--- src/rtl/cap_timer_pkg.sv ---
package cap_timer_pkg;
  localparam logic [1:0] EDGE_NONE = 2'b00;
  localparam logic [1:0] EDGE_RISE = 2'b01;
  localparam logic [1:0] EDGE_FALL = 2'b10;
  localparam logic [1:0] EDGE_BOTH = 2'b11;

  function automatic logic edge_hit(input logic [1:0] sel, input logic rise, input logic fall);
    return ((sel == EDGE_RISE || sel == EDGE_BOTH) && rise) ||
           ((sel == EDGE_FALL || sel == EDGE_BOTH) && fall);
  endfunction
endpackage

--- src/rtl/cap_timer_sdiv.sv ---
module cap_timer_sdiv #(
  parameter int DIV_W = 8
) (
  input  logic             clk,
  input  logic             rst_n,
  input  logic [DIV_W-1:0] div,
  output logic             tick
);
  logic [DIV_W-1:0] phase_q, phase_d;

  assign tick = (phase_q >= div);

  always_comb begin
    phase_d = tick ? '0 : phase_q + 1'b1;
  end

  always_ff @(posedge clk or negedge rst_n) begin
    if (!rst_n) phase_q <= '0;
    else        phase_q <= phase_d;
  end
endmodule

--- src/rtl/cap_timer_filt.sv ---
module cap_timer_filt #(
  parameter int FILT_N = 2
) (
  input  logic clk,
  input  logic rst_n,
  input  logic pin,
  input  logic samp_tick,
  input  logic run,
  output logic rise,
  output logic fall
);
  localparam int HW = $clog2(FILT_N + 1);

  logic [1:0]    sync_q;
  logic          lvl_q, lvl_d;
  logic [HW-1:0] hits_q, hits_d;
  logic          step, differ, accept;

  always_comb begin
    step   = samp_tick && run;
    differ = sync_q[1] ^ lvl_q;
    accept = step && differ && (hits_q == HW'(FILT_N - 1));
    hits_d = hits_q;
    lvl_d  = lvl_q;
    if (step) begin
      if (!differ) begin
        hits_d = '0;
      end else if (accept) begin
        hits_d = '0;
        lvl_d  = sync_q[1];
      end else begin
        hits_d = hits_q + 1'b1;
      end
    end
  end

  assign rise = accept && sync_q[1];
  assign fall = accept && !sync_q[1];

  always_ff @(posedge clk or negedge rst_n) begin
    if (!rst_n) begin
      sync_q <= '0;
      lvl_q  <= 1'b0;
      hits_q <= '0;
    end else begin
      sync_q <= {sync_q[0], pin};
      lvl_q  <= lvl_d;
      hits_q <= hits_d;
    end
  end

  // the accepted level only moves on an enabled sampling tick
  assert_level_on_tick_R4: assert property (@(posedge clk) disable iff (!rst_n)
    !$stable(lvl_q) |-> $past(samp_tick && run));
endmodule

--- src/rtl/cap_timer_chan.sv ---
module cap_timer_chan #(
  parameter int CNT_W = 16
) (
  input  logic             clk,
  input  logic             rst_n,
  input  logic [CNT_W-1:0] count,
  input  logic             evt,
  input  logic             rise,
  input  logic             fall,
  input  logic [1:0]       edge_sel,
  input  logic             cmp_mode,
  input  logic             clr_en,
  input  logic             src_pin,
  input  logic             wr_en,
  input  logic [CNT_W-1:0] wr_data,
  output logic [CNT_W-1:0] val,
  output logic             irq,
  output logic             clr_req
);
  import cap_timer_pkg::*;

  logic [CNT_W-1:0] val_q, val_d;
  logic             pend_q, pend_d, irq_q, irq_d;
  logic             cap, match;

  always_comb begin
    cap     = edge_hit(edge_sel, rise, fall) && !cmp_mode && !src_pin;
    match   = cmp_mode && (count == val_q);
    clr_req = evt && match && clr_en;
    val_d   = wr_en ? wr_data : (cap ? count : val_q);
    pend_d  = cap ? 1'b1 : (pend_q && !evt);
    irq_d   = evt && (match || pend_q);
  end

  always_ff @(posedge clk or negedge rst_n) begin
    if (!rst_n) begin
      val_q  <= '0;
      pend_q <= 1'b0;
      irq_q  <= 1'b0;
    end else begin
      val_q  <= val_d;
      pend_q <= pend_d;
      irq_q  <= irq_d;
    end
  end

  assign val = val_q;
  assign irq = irq_q;

  // compare mode leaves the register alone unless written
  assert_cmp_holds_R8: assert property (@(posedge clk) disable iff (!rst_n)
    (cmp_mode && !wr_en) |=> $stable(val_q));
  // pin as count source blocks capture
  assert_src_holds_R10: assert property (@(posedge clk) disable iff (!rst_n)
    (src_pin && !wr_en) |=> $stable(val_q));
  // an interrupt always follows a counted tick
  assert_irq_after_tick_R7: assert property (@(posedge clk) disable iff (!rst_n)
    irq_q |-> $past(evt));
endmodule

--- src/rtl/cap_timer.sv ---
module cap_timer #(
  parameter int CNT_W  = 16,
  parameter int DIV_W  = 8,
  parameter int FILT_N = 2,
  parameter int NCH    = 2
) (
  input  logic                 clk,
  input  logic                 rst_n,
  input  logic                 run,
  input  logic                 cnt_tick,
  input  logic                 src_pin,
  input  logic [DIV_W-1:0]     samp_div,
  input  logic                 trig_pin,
  input  logic [2*NCH-1:0]     edge_sel,
  input  logic [NCH-1:0]       cmp_mode,
  input  logic [NCH-1:0]       clr_en,
  input  logic [NCH-1:0]       wr_en,
  input  logic [CNT_W-1:0]     wr_data,
  output logic [CNT_W-1:0]     count,
  output logic [NCH*CNT_W-1:0] cap_val,
  output logic [NCH-1:0]       irq,
  output logic                 ovf
);
  import cap_timer_pkg::*;

  logic             samp_tick, rise, fall, evt, src_hit;
  logic [NCH-1:0]   clr_req;
  logic [CNT_W-1:0] count_q, count_d;
  logic             ovf_q, ovf_d;

  cap_timer_sdiv #(.DIV_W(DIV_W)) u_sdiv (
    .clk(clk), .rst_n(rst_n), .div(samp_div), .tick(samp_tick)
  );

  cap_timer_filt #(.FILT_N(FILT_N)) u_filt (
    .clk(clk), .rst_n(rst_n), .pin(trig_pin), .samp_tick(samp_tick),
    .run(run), .rise(rise), .fall(fall)
  );

  always_comb begin
    src_hit = edge_hit(edge_sel[1:0], rise, fall);
    evt     = run && (src_pin ? src_hit : cnt_tick);
    count_d = count_q;
    ovf_d   = 1'b0;
    if (evt) begin
      if (|clr_req) begin
        count_d = '0;
      end else begin
        count_d = count_q + 1'b1;
        ovf_d   = (count_q == '1);
      end
    end
  end

  always_ff @(posedge clk or negedge rst_n) begin
    if (!rst_n) begin
      count_q <= '0;
      ovf_q   <= 1'b0;
    end else begin
      count_q <= count_d;
      ovf_q   <= ovf_d;
    end
  end

  for (genvar i = 0; i < NCH; i++) begin : g_chan
    cap_timer_chan #(.CNT_W(CNT_W)) u_chan (
      .clk(clk), .rst_n(rst_n), .count(count_q), .evt(evt),
      .rise(rise), .fall(fall), .edge_sel(edge_sel[2*i +: 2]),
      .cmp_mode(cmp_mode[i]), .clr_en(clr_en[i]), .src_pin(src_pin),
      .wr_en(wr_en[i]), .wr_data(wr_data),
      .val(cap_val[CNT_W*i +: CNT_W]), .irq(irq[i]), .clr_req(clr_req[i])
    );
  end

  assign count = count_q;
  assign ovf   = ovf_q;

  // the count moves only after a counted tick
  assert_count_on_evt_R2: assert property (@(posedge clk) disable iff (!rst_n)
    !$stable(count_q) |-> $past(evt));
  // the wrap flag coincides with a zero count
  assert_ovf_zero_R3: assert property (@(posedge clk) disable iff (!rst_n)
    ovf_q |-> (count_q == '0));
endmodule

--- config.mk ---
export PLATFORM = sky130hd
export DESIGN_NAME = cap_timer
export DESIGN_NICKNAME = d
export VERILOG_FILES = /design/src/rtl/cap_timer_pkg.sv /design/src/rtl/cap_timer_sdiv.sv /design/src/rtl/cap_timer_filt.sv /design/src/rtl/cap_timer_chan.sv /design/src/rtl/cap_timer.sv
export SDC_FILE = /design/constraint.sdc
export NUM_CORES = 1
export LEC_CHECK = 0
export BUFFER_PORTS_ARGS = -buffer_cell sky130_fd_sc_hd__clkbuf_2
export CAP_MARGIN = 20
export CORE_MARGIN = 2
export CORE_UTILIZATION = 30
export DETAILED_ROUTE_END_ITERATION = 8
export PLACE_DENSITY = 0.49
export SYNTH_ARGS = -nofsm -noshare
export SYNTH_HDL_FRONTEND = slang
export SYNTH_SLANG_ARGS = --single-unit
export TNS_END_PERCENT = 20
--- constraint.sdc ---
create_clock -name clk -period 3 [get_ports clk]
set_input_delay 0.6 -clock clk [delete_from_list [all_inputs] [get_ports clk]]
set_output_delay 0.6 -clock clk [all_outputs]
set_load 0.01 [all_outputs]
==> results of run 1 <==
[cells in the mapped netlist (all sizes together)]
cell type,instances,area (um2)
nand2b,1,6.26
or3,2,12.5
clkbuf,7,26.3
o21a,3,22.5
a2111oi,1,8.76
a22oi,1,7.51
a211oi,1,7.51
nor3,5,25.0
and2,1,6.26
nand3,14,70.1
mux2,3,33.8
or4,2,15.0
buf,24,145
and4,2,17.5
nand4,6,37.5
nand2,51,196
or2,1,6.26
nor2b,6,37.5
and3,8,50.1
o21ai,51,255
inv,17,63.8
ha,10,125
a221o,1,10.0
dfrtp,66,1650
nor2,15,56.3
o221ai,1,8.76
a211o,1,8.76
xor2,14,123
nor4b,4,35.0
a2bb2o,1,10.0
a21oi,5,25.0
o21ba,1,10.0
a21o,7,52.6
o22ai,2,18.8
a22o,5,43.8
mux2i,33,330
nand3b,4,30.0
xnor2,22,193
nor4,8,50.1
o221a,1,11.3
[registers in the layout, summed over array words and instances, names as in the netlist]
signal                flops
u_filt.hits_q             2
g_chan.u_chan.pend_q      2
ovf                       1
u_filt.sync_q             2
count                    16
g_chan.u_chan.irq         2
g_chan.u_chan.val        32
u_filt.lvl_q              1
u_sdiv.phase_q            8
[worst max path at each step]
stage | endpoint | slack, ns
2_1_floorplan | g_chan[0].u_chan.val[11] | 0.52
3_3_place_gp | g_chan[0].u_chan.val[0] | 0.31
3_5_place_dp | g_chan[0].u_chan.val[0] | 0.25
4_1_cts | count[5] | 0.34
5_1_grt | g_chan[1].u_chan.val[12] | 0.19
6_report | count[5] | 0.36
[layer usage]
| metal | global-route usage | share of wire |
|---|---|---|
| met2 | 0.254 | 0.45 |
| met3 | 0.0319 | 0.054 |
| met4 | 0.0565 | 0.014 |
| met1 | 0.230 | 0.48 |
| met5 | 0 | 0 |
[stage by stage]
step / utilization / instance area [um2] / instances / worst slack, ns
2_1_floorplan: - / 3840 / 408 / 0.521
3_3_place_gp: 0.356 / 4470 / 652 / 0.310
3_5_place_dp: 0.356 / 4470 / 652 / 0.250
4_1_cts: 0.384 / 4830 / 668 / 0.338
5_1_grt: 0.384 / 4830 / 668 / 0.188
6_report: 0.384 / 4830 / 668 / 0.357
[report_power, final]
part           internal, uW  switching, uW
registers              1010            147
clock network           854            388
logic                   306            362
[final cells by class]
| type | count | area [um2] |
|---|---|---|
| clock buffers | 11 | 253 |
| repair buffers | 103 | 586 |
| inverters | 17 | 63.8 |
| well taps | 172 | 215 |
| clock inverters | 5 | 100 |
| fillers | 1277 | 7740 |
| multi-input cells | 294 | 1960 |
| flip-flops and latches | 66 | 1650 |
[cell families after synthesis]
kind of cell | Yosys count | share of synthesized area
adders and majority gates | 10 | 0.0326
AOI/OAI and AO/OA | 82 | 0.130
DFF | 66 | 0.430
and+or+nand+nor | 130 | 0.170
xor gates and xnor gates | 36 | 0.0820
muxes | 36 | 0.0947
buffers and inverters | 48 | 0.0612
==> Implementation_results.wiki, run 1 <==
{| class="wikitable"
! Metric !! Value
|-
| CTS-repair resized insts || 0
|-
| Worst path cell trace || inv_1 -> a221o_1 -> or4_1 -> o22ai_2 -> o21ai_0 -> a22o_1
|-
| Data arrival time at the worst-slack endpoint || 2.86 ns
|-
| Core Area || 12600 um2
|-
| CTS Buf Count || 9
|-
| ANT cells || 0
|-
| Number of vias per cell after detailed routing || 4.86
|-
| Iteration-0 DRC count of the detailed router || 133
|-
| Most used cells in the layout excluding fill and tap cells || sky130_fd_sc_hd__clkbuf_2 (89), sky130_fd_sc_hd__dfrtp_1 (66), sky130_fd_sc_hd__nand2_1 (49), sky130_fd_sc_hd__o21ai_0 (41), sky130_fd_sc_hd__mux2i_1 (33)
|-
| Setup bufs post-CTS || 0
|-
| Die outline height || 117 um
|-
| Number of cells traversed by the worst register-to-register path || 6
|-
| Port-buffer cells || 90
|-
| Hold violation count in the final report || 0
|-
| Sum of buffers and inverters on the critical path || 1
|-
| Routability-driven placement congestion ratio || 0.796
|-
| Remaining DRCs || 0
|-
| Critical Path Sink Type || flop
|-
| Total Wirelength || 10700 um
|-
| Number of storage elements in the synthesis netlist || 66
|-
| Detailed-placement wirelength estimate || 8080 um
|-
| Final worst clock skew || 0.00527 ns
|-
| Area growth from synthesis to final layout || 25.6%
|-
| Post-Syn Nets || 458
|-
| Worst Setup Path Type || reg -> reg
|-
| Number of slew-limit violations in the final report || 0
|-
| Number of instances in the synthesized netlist || 408
|-
| Routed via count || 3248
|-
| Top Family by Delay on Critical Path || compound AO/OA/AOI/OAI gates
|-
| Setup-violating endpoint count in the final report || 0
|-
| Antenna Violating Nets Remaining || 0
|-
| Leakage dissipation || 0.00253 uW
|-
| Share of the clock period used by the worst path after layout || 0.881
|-
| Antenna violations before repair || 0
|-
| Maximum capacitance violations || 0
|-
| Layout cells sized above 1 || 0.256
|-
| Max-Slew Margin vs Limit || 0.576
|-
| Worst Setup SP || count[10]
|-
| Pin count of the biggest net entering global routing || 43
|-
| Reg2reg end || count[5]
|-
| Reg2Reg Launch Point || count[10]
|-
| Power density relative to cell area || 636 nW/um2
|-
| Total congestion overflow || 0
|-
| Crit-path max FO || 13
|-
| First-pass GRT wire length || 16900 um
|-
| Data required time at the worst endpoint || 3.22 ns
|-
| Clock network latency to the later pin of the worst-skew pair || 0.33 ns
|-
| Clock Tree Root || sky130_fd_sc_hd__clkbuf_16
|-
| Mapped cell area || 3840 um2
|-
| Tmin final || 2.64 ns
|-
| Sinks on Clock Net || 66
|-
| CP Depth || 6
|-
| Overall Power || 3070 uW
|-
| H-tree levels || 3
|-
| Worst hold margin || 0.285 ns
|-
| RSZ-0062 raised after global routing || no
|-
| Synthesized area per cell || 9.42 um2
|-
| Number of distinct standard cells referenced by the synthesized netlist || 45
|-
| Total of hold buffers inserted after clock tree synthesis || 0
|-
| Slowest stage delay, CP || 0.55 ns
|-
| Slowest library cell on the worst path || sky130_fd_sc_hd__dfrtp_1
|-
| Clk slew on worst S/H paths || 0.06 ns
|-
| Startpoint class of the critical path || flop
|-
| Reg-to-reg setup timing slack || 0.36 ns
|-
| Maximum root-to-sink buffer count || 2
|-
| Total GRT Usage || 0.164
|-
| Final #Nets || 541
|-
| Average routed wire per standard cell || 16.0 um
|-
| Worst hold path type || in -> async
|-
| Number of search-and-repair iterations in the first detailed-routing pass || 4
|-
| Io pins || 91
|-
| Vias in the first global route || 3193
|-
| Width of the die || 117 um
|-
| Share of the yosys chip area belonging to registers || 0.430
|-
| TritonCTS clock tree || done
|-
| Maximum operating frequency || 378 MHz
|-
| Most common cell after layout, fill and taps aside || sky130_fd_sc_hd__clkbuf_2
|-
| Row count || 41
|-
| Maximum VDD drop || 264 uV
|-
| Run status || finished, final reports clean
|-
| Die Area || 13700 um2
|-
| Initial core utilization || 0.306
|-
| Transition at the pin with the smallest max-transition slack || 0.636 ns
|-
| Final setup TNS || 0 ns
|-
| YS warnings || 0
|}
No activity file was read; power rests on OpenSTA's default activity.
==> run 2, diff against run 1 <==
Settings changed: BUFFER_PORTS_ARGS -buffer_cell sky130_fd_sc_hd__clkbuf_2 to -buffer_cell sky130_fd_sc_hd__buf_2, RECOVER_POWER set to 50.
==> run 2 against run 1 <==
- the run now ends with max-capacitance violations, max-slew violations left
- critical path depth grew 1
- total power shrank 7.6%
- hold slack gained 0.060 ns
- die area is the same
- core utilization shrank 0.75 points
- sequential share of layout area grew 0.68 points
- sequential cell count is the same
- clock skew grew 0.0090 ns
- first-iteration DRC count grew 9.8%
- register-to-register slack gained 0.08 ns
- design area shrank 1.9%
- via count shrank 0.31%
==> Implementation_results.wiki, run 2 (synthesized netlist as in run 1, its figures left out) <==
{| class="wikitable"
! Metric !! Value
|-
| Run status || finished, violations left
|-
| Violated checks || max-capacitance violations, max-slew violations
|-
| Total of hold buffers inserted after clock tree synthesis || 0
|-
| Data arrival time at the worst-slack endpoint || 2.78 ns
|-
| Clock power share || 0.359
|-
| Final setup TNS || 0 ns
|-
| First-pass GRT wire length || 17500 um
|-
| Detailed-placement wirelength estimate || 7980 um
|-
| Port-buffer cells || 90
|-
| Sum of buffers and inverters on the critical path || 2
|-
| Maximum root-to-sink buffer count || 2
|-
| Number of slew-limit violations in the final report || 67
|-
| Power density relative to cell area || 600 nW/um2
|-
| Number of vias per cell after detailed routing || 4.83
|-
| Worst path cell trace || inv_1 -> a221o_1 -> or4_1 -> o22ai_2 -> buf_4 -> o21ai_0 -> a22o_1
|-
| Row count || 41
|-
| Design internal power || 1950 uW
|-
| Area of all placed cells without fillers || 4730 um2
|-
| Clock Tree Root || sky130_fd_sc_hd__clkbuf_16
|-
| Setup-violating endpoint count in the final report || 0
|-
| Slowest stage delay, CP || 0.53 ns
|-
| Number of flip-flops in the largest register || 32
|-
| Pin count of the biggest net entering global routing || 67
|-
| Layout cells sized above 1 || 0.206
|-
| Slowest library cell on the worst path || sky130_fd_sc_hd__dfrtp_1
|-
| Max-Slew Margin vs Limit || -0.158
|-
| Leakage dissipation || 0.00243 uW
|-
| Clock network latency to the later pin of the worst-skew pair || 0.33 ns
|-
| Sequential share of power || 0.410
|-
| Clk slew on worst S/H paths || 0.06 ns
|-
| Antenna Violating Nets Remaining || 0
|-
| Final worst clock skew || 0.0143 ns
|-
| Tmin final || 2.56 ns
|-
| Die Area || 13700 um2
|-
| Total congestion overflow || 0
|-
| Crit-path max FO || 8
|-
| Io pins || 91
|-
| Maximum capacitance violations || 1
|-
| ANT cells || 0
|-
| Hold violation count in the final report || 0
|-
| Antenna violations before repair || 0
|-
| Number of search-and-repair iterations in the first detailed-routing pass || 4
|-
| Critical Path Sink Type || flop
|-
| Initial core utilization || 0.306
|-
| Startpoint class of the critical path || flop
|-
| Vias in the first global route || 3220
|-
| Power share of the combinational group || 0.231
|-
| Fillers || 1303
|-
| Most common cell after layout, fill and taps aside || sky130_fd_sc_hd__buf_2
|-
| Setup bufs post-CTS || 0
|-
| Area growth from synthesis to final layout || 23.1%
|-
| Iteration-0 DRC count of the detailed router || 146
|-
| Worst-case setup margin in the final layout || 0.439 ns
|-
| Die outline height || 117 um
|-
| Core Area || 12600 um2
|-
| Sw Pwr || 886 uW
|-
| TritonCTS clock tree || done
|-
| Transition at the pin with the smallest max-transition slack || 1.74 ns
|-
| Total Wirelength || 10800 um
|-
| RSZ-0062 raised after global routing || no
|-
| Width of the die || 117 um
|-
| Routability-driven placement congestion ratio || 0.801
|-
| Routed via count || 3238
|-
| Placement-stage worst setup slack || 0.345 ns
|-
| Maximum operating frequency || 391 MHz
|-
| Most used cells in the layout excluding fill and tap cells || sky130_fd_sc_hd__buf_2 (67), sky130_fd_sc_hd__dfrtp_1 (66), sky130_fd_sc_hd__nand2_1 (49), sky130_fd_sc_hd__o21ai_0 (41), sky130_fd_sc_hd__mux2i_1 (33)
|-
| Data required time at the worst endpoint || 3.21 ns
|-
| Post-layout utilization of the core || 0.377
|-
| Top Family by Delay on Critical Path || compound AO/OA/AOI/OAI gates
|-
| Overall Power || 2840 uW
|-
| Fraction of power spent switching nets || 0.312
|-
| Remaining DRCs || 0
|-
| Average routed wire per standard cell || 16.1 um
|-
| Worst Setup Path Type || reg -> reg
|-
| Worst hold path type || reg -> reg
|-
| Total cell area at the placement stage || 4500 um2
|-
| CTS Buf Count || 9
|-
| Total GRT Usage || 0.170
|-
| CTS-repair resized insts || 0
|-
| Final #Nets || 544
|-
| Share of the clock period used by the worst path after layout || 0.854
|-
| Maximum VDD drop || 205 uV
|-
| H-tree levels || 3
|-
| Sinks on Clock Net || 66
|}
run 2: per-layer routing:
layer	routed length [um]	track usage	vias up
li1	-	-	1594
met1	5250	0.244	1571
met2	4910	0.256	67
met3	503	0.0350	6
met4	119	0.0549	0
met5	0	0	-
run 2: area by class of cell:
type / count / area (um2) / share of cell area
Tap cell: 172 / 215 / 0.0455
Clock buffer: 13 / 240 / 0.0508
Clock inverter: 3 / 40.0 / 0.00846
Sequential cell: 66 / 1650 / 0.349
Timing Repair Buffer: 106 / 564 / 0.119
Inverter: 17 / 63.8 / 0.0135
Multi-Input combinational cell: 294 / 1960 / 0.414
run 2: final timing paths:
path / to / slack [ns] / startpoint / cells after the start
setup / recovery: count[5] / 0.44 / count[10] / 7
hold / removal: u_filt.sync_q[1] / 0.35 / u_filt.sync_q[0] / 0
setup reg to reg: count[5] / 0.44 / count[10] / 7
hold reg to reg: u_filt.sync_q[1] / 0.35 / u_filt.sync_q[0] / 0
max in group asynchronous: g_chan[1].u_chan.val[3] / 1.15 / rst_n / 2
min in group asynchronous: u_filt.sync_q[0] / 0.82 / rst_n / 2
run 2: stage by stage:
stage | hold WS (ns) | std cells
floorplan | 0.304 | 408
global placement | 0.333 | 655
detailed placement | 0.336 | 655
CTS | 0.313 | 671
global route | 0.351 | 671
finish | 0.345 | 671
run 2: worst register-to-register path, stage by stage (launching register included):
cell                      delay (ns)
sky130_fd_sc_hd__dfrtp_1        0.53
sky130_fd_sc_hd__inv_1          0.14
sky130_fd_sc_hd__a221o_1        0.38
sky130_fd_sc_hd__or4_1          0.50
sky130_fd_sc_hd__o22ai_2        0.33
sky130_fd_sc_hd__buf_4          0.23
sky130_fd_sc_hd__o21ai_0        0.10
sky130_fd_sc_hd__a22o_1         0.24
run 2: power groups by stage:
stage	Clock [uW]	Combinational, uW	Sequential, uW
floorplan	0	437	1150
finish	1020	655	1160
CTS	1040	676	1160
detailed placement	0	673	1170
global placement	0	660	1170
global route	1090	759	1180
